===== config.mk =====
export PLATFORM = sky130hd
export DESIGN_NAME = can_stat_irq
export DESIGN_NICKNAME = d
export VERILOG_FILES = /design/src/rtl/can_stat_irq_pkg.sv /design/src/rtl/can_stat_irq_cmd.sv /design/src/rtl/can_stat_irq_status.sv /design/src/rtl/can_stat_irq_flags.sv /design/src/rtl/can_stat_irq.sv
export SDC_FILE = /design/constraint.sdc
export NUM_CORES = 1
export LEC_CHECK = 0
export BUFFER_PORTS_ARGS = -buffer_cell sky130_fd_sc_hd__buf_2
export CAP_MARGIN = 5
export CORE_ASPECT_RATIO = 1.5
export CORE_MARGIN = 1.5
export CORE_UTILIZATION = 45
export CTS_CLUSTER_SIZE = 30
export DETAILED_ROUTE_END_ITERATION = 8
export GPL_ROUTABILITY_DRIVEN = 0
export PLACE_DENSITY = 0.78
export SLEW_MARGIN = 20
export SYNTH_ARGS = -nofsm -noshare
export SYNTH_HDL_FRONTEND = slang
export SYNTH_SLANG_ARGS = --single-unit

===== constraint.sdc =====
create_clock -name clk -period 1.4 [get_ports clk]
set_input_delay 0.07 -clock clk [delete_from_list [all_inputs] [get_ports clk]]
set_output_delay 0.07 -clock clk [all_outputs]
set_load 0.01 [all_outputs]

===== src/rtl/can_stat_irq_pkg.sv =====
package can_stat_irq_pkg;

    localparam int unsigned BYTE_W = 8;

    localparam int unsigned A_MODE  = 0;
    localparam int unsigned A_CMD   = 1;
    localparam int unsigned A_STAT  = 2;
    localparam int unsigned A_FLAG  = 3;
    localparam int unsigned A_IEN   = 4;
    localparam int unsigned A_TXB0  = 16;

    localparam int unsigned S_RXBUF  = 0;
    localparam int unsigned S_OVR    = 1;
    localparam int unsigned S_TXFREE = 2;
    localparam int unsigned S_TXCMPL = 3;
    localparam int unsigned S_RXACT  = 4;
    localparam int unsigned S_TXACT  = 5;

    localparam int unsigned F_RX  = 0;
    localparam int unsigned F_TX  = 1;
    localparam int unsigned F_OVR = 3;

    localparam int unsigned C_TX     = 0;
    localparam int unsigned C_REL    = 2;
    localparam int unsigned C_CLROVR = 3;

    localparam logic [BYTE_W-1:0] MODE_RST = 8'h01;
    localparam logic [BYTE_W-1:0] MODE_MSK = 8'h1F;
    localparam logic [BYTE_W-1:0] STAT_RST = 8'h3C;
    localparam logic [BYTE_W-1:0] STAT_MSK = 8'h3F;
    localparam logic [BYTE_W-1:0] FLAG_MSK = 8'h0B;
    localparam logic [BYTE_W-1:0] UNMAPPED = 8'hFF;

    typedef struct packed {
        logic tx_req;
        logic rx_rel;
        logic clr_ovr;
    } cmd_t;

    typedef struct packed {
        logic tx_req;
        logic rx_rel;
    } pulse_t;

    typedef struct packed {
        logic start;
        logic store;
        logic drop;
        logic ovr;
    } rx_ev_t;

    typedef struct packed {
        logic [BYTE_W-1:0] flags;
        logic [BYTE_W-1:0] ien;
    } irq_state_t;

endpackage


===== src/rtl/can_stat_irq_cmd.sv =====
module can_stat_irq_cmd
    import can_stat_irq_pkg::*;
(
    input  logic              clk,
    input  logic              rst_n,
    input  logic              cmd_wr_i,
    input  logic [BYTE_W-1:0] wdata_i,
    output cmd_t              cmd_now_o,
    output logic              tx_req_o,
    output logic              rx_rel_o
);

    cmd_t   cmd_now;
    pulse_t pulse_d, pulse_q;

    always_comb begin
        cmd_now         = '0;
        cmd_now.tx_req  = cmd_wr_i & wdata_i[C_TX];
        cmd_now.rx_rel  = cmd_wr_i & wdata_i[C_REL];
        cmd_now.clr_ovr = cmd_wr_i & wdata_i[C_CLROVR];
        pulse_d         = '0;
        pulse_d.tx_req  = cmd_now.tx_req;
        pulse_d.rx_rel  = cmd_now.rx_rel;
    end

    always_ff @(posedge clk or negedge rst_n) begin
        if (!rst_n) pulse_q <= '0;
        else        pulse_q <= pulse_d;
    end

    assign cmd_now_o = cmd_now;
    assign tx_req_o  = pulse_q.tx_req;
    assign rx_rel_o  = pulse_q.rx_rel;

endmodule


===== src/rtl/can_stat_irq_status.sv =====
module can_stat_irq_status
    import can_stat_irq_pkg::*;
(
    input  logic              clk,
    input  logic              rst_n,
    input  rx_ev_t            rx_ev_i,
    input  logic              tx_done_i,
    input  logic              tx_cmd_i,
    input  logic              clr_ovr_i,
    input  logic              txb0_wr_i,
    input  logic              msg_nz_i,
    output logic [BYTE_W-1:0] status_o
);

    logic [BYTE_W-1:0] stat_d, stat_q;

    always_comb begin
        stat_d = stat_q;
        // receive data present follows the FIFO, a store wins
        if (!msg_nz_i)     stat_d[S_RXBUF] = 1'b0;
        if (rx_ev_i.store) stat_d[S_RXBUF] = 1'b1;
        // overrun: clear command loses to a new overrun
        if (clr_ovr_i)     stat_d[S_OVR] = 1'b0;
        if (rx_ev_i.ovr)   stat_d[S_OVR] = 1'b1;
        // transmit buffer: request empties, completion refills
        if (tx_cmd_i) begin
            stat_d[S_TXFREE] = 1'b0;
            stat_d[S_TXCMPL] = 1'b0;
        end
        if (tx_done_i) begin
            stat_d[S_TXFREE] = 1'b1;
            stat_d[S_TXCMPL] = 1'b1;
        end
        if (txb0_wr_i)     stat_d[S_TXACT] = 1'b1;
        if (tx_done_i)     stat_d[S_TXACT] = 1'b0;
        // receive activity window
        if (rx_ev_i.start) stat_d[S_RXACT] = 1'b1;
        if (rx_ev_i.store || rx_ev_i.drop || rx_ev_i.ovr)
            stat_d[S_RXACT] = 1'b0;
        stat_d = stat_d & STAT_MSK;
    end

    always_ff @(posedge clk or negedge rst_n) begin
        if (!rst_n) stat_q <= STAT_RST;
        else        stat_q <= stat_d;
    end

    assign status_o = stat_q;

endmodule


===== src/rtl/can_stat_irq_flags.sv =====
module can_stat_irq_flags
    import can_stat_irq_pkg::*;
(
    input  logic              clk,
    input  logic              rst_n,
    input  logic              ien_wr_i,
    input  logic [BYTE_W-1:0] wdata_i,
    input  logic              flag_rd_i,
    input  logic              store_i,
    input  logic              ovr_i,
    input  logic              tx_done_i,
    input  logic              clr_ovr_i,
    input  logic              msg_nz_i,
    output logic [BYTE_W-1:0] flags_o,
    output logic [BYTE_W-1:0] ien_o,
    output logic              irq_o
);

    irq_state_t st_d, st_q;

    always_comb begin
        st_d = st_q;
        if (flag_rd_i) begin
            st_d.flags       = '0;
            st_d.flags[F_RX] = msg_nz_i;
        end else if (!msg_nz_i) begin
            st_d.flags[F_RX] = 1'b0;
        end
        if (clr_ovr_i) st_d.flags[F_OVR] = 1'b0;
        if (store_i)   st_d.flags[F_RX]  = 1'b1;
        if (tx_done_i) st_d.flags[F_TX]  = 1'b1;
        if (ovr_i)     st_d.flags[F_OVR] = 1'b1;
        st_d.flags = st_d.flags & FLAG_MSK;
        if (ien_wr_i)  st_d.ien = wdata_i;
    end

    always_ff @(posedge clk or negedge rst_n) begin
        if (!rst_n) st_q <= '0;
        else        st_q <= st_d;
    end

    assign flags_o = st_q.flags;
    assign ien_o   = st_q.ien;
    assign irq_o   = |(st_q.flags & st_q.ien);

endmodule


===== src/rtl/can_stat_irq.sv =====
module can_stat_irq
    import can_stat_irq_pkg::*;
#(
    parameter int unsigned ADDR_W = 5,
    parameter int unsigned CNT_W  = 6
) (
    input  logic              clk,
    input  logic              rst_n,
    input  logic [ADDR_W-1:0] reg_addr_i,
    input  logic              reg_wr_i,
    input  logic              reg_rd_i,
    input  logic [7:0]        reg_wdata_i,
    output logic [7:0]        reg_rdata_o,
    input  logic              rx_start_i,
    input  logic              rx_store_i,
    input  logic              rx_drop_i,
    input  logic              rx_ovr_i,
    input  logic              tx_done_i,
    input  logic [CNT_W-1:0]  msg_count_i,
    output logic [7:0]        status_o,
    output logic [7:0]        irq_flags_o,
    output logic              irq_o,
    output logic              tx_req_o,
    output logic              rx_release_o,
    output logic              rx_enable_o
);

    localparam logic [ADDR_W-1:0] AD_MODE = ADDR_W'(A_MODE);
    localparam logic [ADDR_W-1:0] AD_CMD  = ADDR_W'(A_CMD);
    localparam logic [ADDR_W-1:0] AD_STAT = ADDR_W'(A_STAT);
    localparam logic [ADDR_W-1:0] AD_FLAG = ADDR_W'(A_FLAG);
    localparam logic [ADDR_W-1:0] AD_IEN  = ADDR_W'(A_IEN);
    localparam logic [ADDR_W-1:0] AD_TXB0 = ADDR_W'(A_TXB0);

    logic [BYTE_W-1:0] mode_d, mode_q;
    logic [BYTE_W-1:0] flags, ien, status;
    logic              op_mode, msg_nz;
    rx_ev_t            rx_ev;
    cmd_t              cmd_now;

    assign op_mode = ~mode_q[0];
    assign msg_nz  = |msg_count_i;

    always_comb begin
        rx_ev       = '0;
        rx_ev.start = rx_start_i & op_mode;
        rx_ev.store = rx_store_i & op_mode;
        rx_ev.drop  = rx_drop_i  & op_mode;
        rx_ev.ovr   = rx_ovr_i   & op_mode;
    end

    always_comb begin
        mode_d = mode_q;
        if (reg_wr_i && reg_addr_i == AD_MODE) mode_d = reg_wdata_i & MODE_MSK;
    end

    always_ff @(posedge clk or negedge rst_n) begin
        if (!rst_n) mode_q <= MODE_RST;
        else        mode_q <= mode_d;
    end

    can_stat_irq_cmd u_cmd (
        .clk       (clk),
        .rst_n     (rst_n),
        .cmd_wr_i  (reg_wr_i && reg_addr_i == AD_CMD),
        .wdata_i   (reg_wdata_i),
        .cmd_now_o (cmd_now),
        .tx_req_o  (tx_req_o),
        .rx_rel_o  (rx_release_o)
    );

    can_stat_irq_status u_status (
        .clk       (clk),
        .rst_n     (rst_n),
        .rx_ev_i   (rx_ev),
        .tx_done_i (tx_done_i),
        .tx_cmd_i  (cmd_now.tx_req),
        .clr_ovr_i (cmd_now.clr_ovr),
        .txb0_wr_i (reg_wr_i && reg_addr_i == AD_TXB0 && op_mode),
        .msg_nz_i  (msg_nz),
        .status_o  (status)
    );

    can_stat_irq_flags u_flags (
        .clk       (clk),
        .rst_n     (rst_n),
        .ien_wr_i  (reg_wr_i && reg_addr_i == AD_IEN),
        .wdata_i   (reg_wdata_i),
        .flag_rd_i (reg_rd_i && reg_addr_i == AD_FLAG),
        .store_i   (rx_ev.store),
        .ovr_i     (rx_ev.ovr),
        .tx_done_i (tx_done_i),
        .clr_ovr_i (cmd_now.clr_ovr),
        .msg_nz_i  (msg_nz),
        .flags_o   (flags),
        .ien_o     (ien),
        .irq_o     (irq_o)
    );

    always_comb begin
        case (reg_addr_i)
            AD_MODE: reg_rdata_o = mode_q;
            AD_CMD:  reg_rdata_o = '0;
            AD_STAT: reg_rdata_o = status;
            AD_FLAG: reg_rdata_o = flags;
            AD_IEN:  reg_rdata_o = ien;
            default: reg_rdata_o = UNMAPPED;
        endcase
    end

    assign status_o    = status;
    assign irq_flags_o = flags;
    assign rx_enable_o = op_mode;

endmodule


* Word level (Yosys, flattened, before mapping)
Cells that the tools add are included.
** Storage, ports and cells
- Register bits after elaboration :: 24
- Input port bits :: 28
- Output and inout bits :: 28
- Word-level logic and storage cells :: 62
** Cells by class
- Equality and inequality tests :: 7
- Multiplexer cells :: 17
- Bitwise gates (word level) :: 9
- Reductions and logical operators :: 17
** Operators with widths (number)
- case mux 8 bit (5 select lines) :: 1
- two-way mux 1 bit :: 13
- == test 5 x 2 -> 1 bit, second input constant :: 2
- nonzero test 2 bit :: 5
- bitwise AND 4 x 8 -> 8 bit :: 1
- OR reduction 8 bit :: 1
- bitwise AND 1 bit :: 7
- logical AND 1 bit :: 6
- OR reduction 6 bit :: 1
- == test 5 x 1 -> 1 bit, second input constant :: 1
- == test 5 x 3 -> 1 bit, second input constant :: 1
- == test 5 bit, second input constant :: 1
- zero test 5 bit :: 1
- two-way mux 2 bit :: 2
- two-way mux 3 bit :: 1
- != test 3 x 1 -> 1 bit, second input constant :: 1
- nonzero test 3 bit :: 1
- logical OR 1 bit :: 2
- != test 2 x 1 -> 1 bit, second input constant :: 1
- NOT 1 bit :: 1

* Logic depth before layout (Yosys ltp)
- Word-level depth :: 5
- Depth in mapped cells :: 5
- Depth with buffers taken out :: 4

* Cells and area by module
A second synthesis with hierarchy kept.
** Second synthesis, totals
- Cells, all modules :: 131
- Area, all modules :: 1397.6 µm²
** Modules (own cells, without submodules)
- can_stat_irq :: times used 1, cells each 74, area an instance 623.1 µm²
- can_stat_irq_flags :: times used 1, cells each 34, area an instance 495.5 µm²
- can_stat_irq_status :: times used 1, cells each 18, area an instance 210.2 µm²
- can_stat_irq_cmd :: times used 1, cells each 5, area an instance 68.8 µm²

* Least setup slack after synthesis
Ideal clock, no wire load.
- Path type :: input -> register
- Start point :: in reg_addr_i[2]
- End point :: reg u_flags.st_q (netlist bit u_flags.flags_o[3])
- Library setup time :: 0.120 ns
- Arrival time :: 1.192 ns
- Required time :: 1.280 ns
- Setup slack :: 0.088 ns
- Stages on the path :: 5
- Buffers on the path :: 1
- Path through :: buf_2 nor3b_1 nor4b_1 nand2_1 a31o_2
** On the way
- Word-level cells in the longest chain between the ends :: 5
- Elaborated cells between the ends (all ways) :: 8
- Classes of those cells :: 2 x eq/ne; 2 x mux; 1 x bitwise; 3 x reduce/logical
** RTL lines
- start: declaration :: RTL line can_stat_irq.sv:9 : input logic [ADDR_W-1:0] reg_addr_i,
- == test 5 x 1 -> 1 bit :: RTL line can_stat_irq.sv:65 : .cmd_wr_i (reg_wr_i && reg_addr_i == AD_CMD),
- logical AND 1 bit :: RTL line can_stat_irq.sv:65
- bitwise AND 1 bit :: RTL line can_stat_irq_cmd.sv:20 : cmd_now.clr_ovr = cmd_wr_i & wdata_i[C_CLROVR];
- two-way mux 1 bit :: RTL line can_stat_irq_flags.sv:29 : if (clr_ovr_i) st_d.flags[F_OVR] = 1'b0;
- two-way mux 1 bit :: RTL line can_stat_irq_flags.sv:32 : if (ovr_i) st_d.flags[F_OVR] = 1'b1;
- end signal: assignment :: RTL line can_stat_irq_flags.sv:39 : else st_q <= st_d;
- end: declaration :: RTL line can_stat_irq_flags.sv:19 : irq_state_t st_d, st_q;
Parallel ways exist; a longest one is shown, timed or not.
A chain may end at the register's enable or synchronous reset.

==> impl_results.md <==
- Most common library cell in the layout ignoring fill and taps: buf_2
- Worst hold margin: between 0.008 and 0.009 ns
- CP Data Arrival Time: roughly 1.4 ns
- Iter 0 DRT Violations: 44
- Number of setup violations in the final report: 2
- CP max stage delay: 0.57 ns
- Sequential fraction of the synthesis area: ~50%
- RSZ-0062 raised after global routing: true
- Highest clock frequency the design can meet: approximately 690 MHz
- Sum of overflow across all layers after global routing: 0
- Worst setup EP type: primary output
- Half-perimeter wire length after placement: 2.22 mm
- Number of top-level pins: 56
- Number of port buffers: 48
- Final-report max-slew violation count: 0
- Transition time at the pin with the least slew margin: 0.510 ns
- Data required time at the worst endpoint: approximately 1.3 ns
- First-pass iteration count of the detailed router: 4
- Worst slack at placement: -0.0454 ns
- Post-detailed-route wirelength per cell: 14.7 um
- Max cap viols: 0
- Buffer cell driving the clock tree root: clkbuf_4
- Number of warnings reported in the yosys synthesis log: 0
- Pleak: around 0.8 nW
- Power density over cell area: 860 mW/mm2
- Sequential share of power: a little under three fifths
- Post-Syn Area per Cell: between 10 and 15 um2
- Number of unique standard cell types used by synthesis: 34
- Slowest cell on the critical path: dfstp_2
- Number of global-route vias before repair: around 1100
- Non-Filler Instances: about 210
- Final antenna-violating net count: 0
- Number of sinks handled by clock tree synthesis: 23
- Starting Density: between 40% and 50%
- Pin count of the biggest net entering global routing: 24
- Clock transition at path regs: 0.13 ns
- Area delta synth->final: 42.2%
- Portion of total power attributed to the clock network: 21.1%
- Clock tree from TritonCTS: built
- Standard cell core area: roughly 0.0025 mm2
- Share of layout cells above drive strength 1: about half
- Aggregate routed wire length: 3.12 mm
- Final Core Density: approximately two thirds
- Number of antenna violations at the first check in global routing: 0
- Die Ht: approximately 66 um
- Highest-count cells in the layout ignoring fill and taps: 48 x buf_2, 19 x dfrtp_1, 16 x buf_4, 13 x mux2_2, 12 x nand2_1
- Cell Count Post-Placement: 191
- Startpoint-to-endpoint class of the critical path: reg -> out
- Switch Pwr: roughly 0.41 mW
- Total number of H-tree levels: 1
- Share of power burned in combinational logic: about a quarter
- Slack of the critical path: -0.0588 ns
- Wire length of the first global-routing pass: between 4 and 5 mm
- Die footprint: 0.00297 mm2
- Switching power share of the total: 28.4%
- Setup_tns: -0.0675 ns
- Post-layout nets: 217
- Ordered list of cells on the worst path: a21oi_2 > o21a_1 > nand3_1 > buf_2
- Largest fanout of any net on the critical path: 2
- Avg Vias per Cell: around 5.4
- Tot GR Track Use: approximately 22%
- Worst skew pair latency: between 0.3 and 0.4 ns
- Failing checks: negative setup slack
- Number of placement rows: 22
- Vias: approximately 1200
- Internal Dissipation: about 1.0 mW
- HP Class: in -> reg
- Clock tree skew after final layout: a little under 0.0006 ns
- Kind of start point of the critical path: register
- VDD IR max: just under 0.7 mV
- Remaining design rule violation count: 0
- Headroom to the max-slew limit: about 66%
- Diodes inserted: 0
- Die extent in x: about 45 um
- Hold Fails Final Rpt: 0
- Final worst path period need: ~1.5 ns
- Gate Count Post-Synth: between 100 and 150
- Number of buffers on the longest clock path: 2
- Flops & latches, synth: 23
- Ratio of final minimum period to clock period: 104%
- Status: finished, violations left
- Post-synth design cell area: 0.00119 mm2
- Total CTS buffers: 3
==> metal layers <==
layer / part of all wire, % / global-route usage (%)
met1: 39 / 25.8
met2: 55 / 39.3
met3: 3.8 / 1.64
met4: 2.9 / 8.82
met5: 0 / 0
==> per-stage QoR <==
step | total power, mW | area (um2)
after CTS | 1.45 | 1640
after floorplan | 0.980 | 1210
final | 1.46 | 1690
after global routing | 1.53 | 1690
after detailed placement | 1.12 | 1490
after global placement | 1.10 | 1490
==> cell families (layout without fill, tap and decap cells) <==
| logic type | after synthesis | in the layout | synth area share, % |
|---|---|---|---|
| other | 1 | 7 | 0.315 |
| AO/OA/AOI/OAI | 24 | 24 | 13.2 |
| AND/OR/NAND/NOR | 37 | 37 | 18.4 |
| buffers and inverters | 14 | 84 | 7.04 |
| flip-flops | 23 | 23 | 48.7 |
| multiplexers | 13 | 13 | 12.3 |
==> final cells by class <==
cell class | count | area, um2
Clock inverter | 1 | 5.00
Multi-Input combinational cell | 81 | 567
Timing Repair Buffer | 75 | 470
Inverter | 5 | 18.8
Sequential cell | 23 | 581
Clock buffer | 3 | 22.5
Fill cell | 194 | 783
Tap cell | 24 | 30.0
==> path summary, 6_finish.rpt <==
kind	start	endpoint	slack, ns	depth (start not counted)
worst max-delay path	u_status.status_o[2]$_DFFE_PN1P_	reg_rdata_o[3]	-0.06	4
worst min-delay path	reg_wdata_i[3]	u_flags.ien_o[3]$_DFFE_PN0P_	0.009	2
worst max register to register	mode_q[0]$_DFFE_PN1P_	u_status.status_o[5]$_DFFE_PN1P_	0.36	3
worst min register to register	u_flags.ien_o[6]$_DFFE_PN0P_	u_flags.ien_o[6]$_DFFE_PN0P_	0.52	1
max in group asynchronous	rst_n	mode_q[0]$_DFFE_PN1P_	0.79	2
min in group asynchronous	rst_n	u_flags.ien_o[3]$_DFFE_PN0P_	0.24	2
==> power by group through the flow <==
stage                     Clock (mW)  Combinational, mW  Sequential (mW)
after floorplan                    0              0.175            0.806
after global placement             0              0.285            0.817
after detailed placement           0              0.297            0.819
after CTS                      0.311              0.331            0.805
after global routing           0.336              0.374            0.816
final                          0.308              0.344            0.806
==> flip-flops by register name, indices dropped and copies added (netlist names) <==
signal,cells
u_cmd.tx_req_o,1
mode_q,5
u_status.status_o,5
u_flags.ien_o,8
u_flags.flags_o,3
u_cmd.rx_rel_o,1
==> Yosys cell counts <==
cell | number | area (um2)
mux2_2 | 13 | 146
o21ai_0 | 8 | 40.0
a21oi_1 | 4 | 20.0
or2_2 | 1 | 6.26
or3_4 | 1 | 11.3
nand3_1 | 2 | 10.0
inv_1 | 5 | 18.8
and2_1 | 1 | 6.26
or3b_2 | 1 | 8.76
nor3_2 | 1 | 10.0
nor2_1 | 4 | 15.0
conb_1 | 1 | 3.75
a222oi_1 | 1 | 10.0
nor3b_4 | 1 | 18.8
a41oi_1 | 1 | 8.76
nor3b_1 | 1 | 7.51
buf_2 | 1 | 5.00
or4_1 | 1 | 7.51
o21a_1 | 1 | 7.51
buf_4 | 8 | 60.1
nand2_4 | 1 | 11.3
a221o_1 | 1 | 10.0
nand4_1 | 2 | 12.5
nor4b_1 | 1 | 8.76
a21o_1 | 3 | 22.5
dfstp_2 | 4 | 105
nand2b_1 | 1 | 6.26
nor3_1 | 3 | 15.0
a22oi_1 | 4 | 30.0
nand2_1 | 12 | 45.0
a31o_2 | 1 | 8.76
dfrtp_1 | 19 | 475
or3_1 | 1 | 6.26
nor2b_1 | 2 | 12.5
==> critical path, delay by kind of cell, from the launching register on <==
family                 cells  cell delay [ns]
AOI/OAI and AO/OA          2             0.28
buffers and inverters      1             0.13
and+or+nand+nor            1             0.11
DFF                        1             0.57
==> what timing repair did <==
item                       in CTS  in global routing
buffers inserted                2                  4
pin swaps                       1                  4
resized for setup               2                  4
hold endpoints to repair       29                  2
setup endpoints to repair       4                  6
hold buffers                   10                  1
Power figures use the tool's default switching activity.
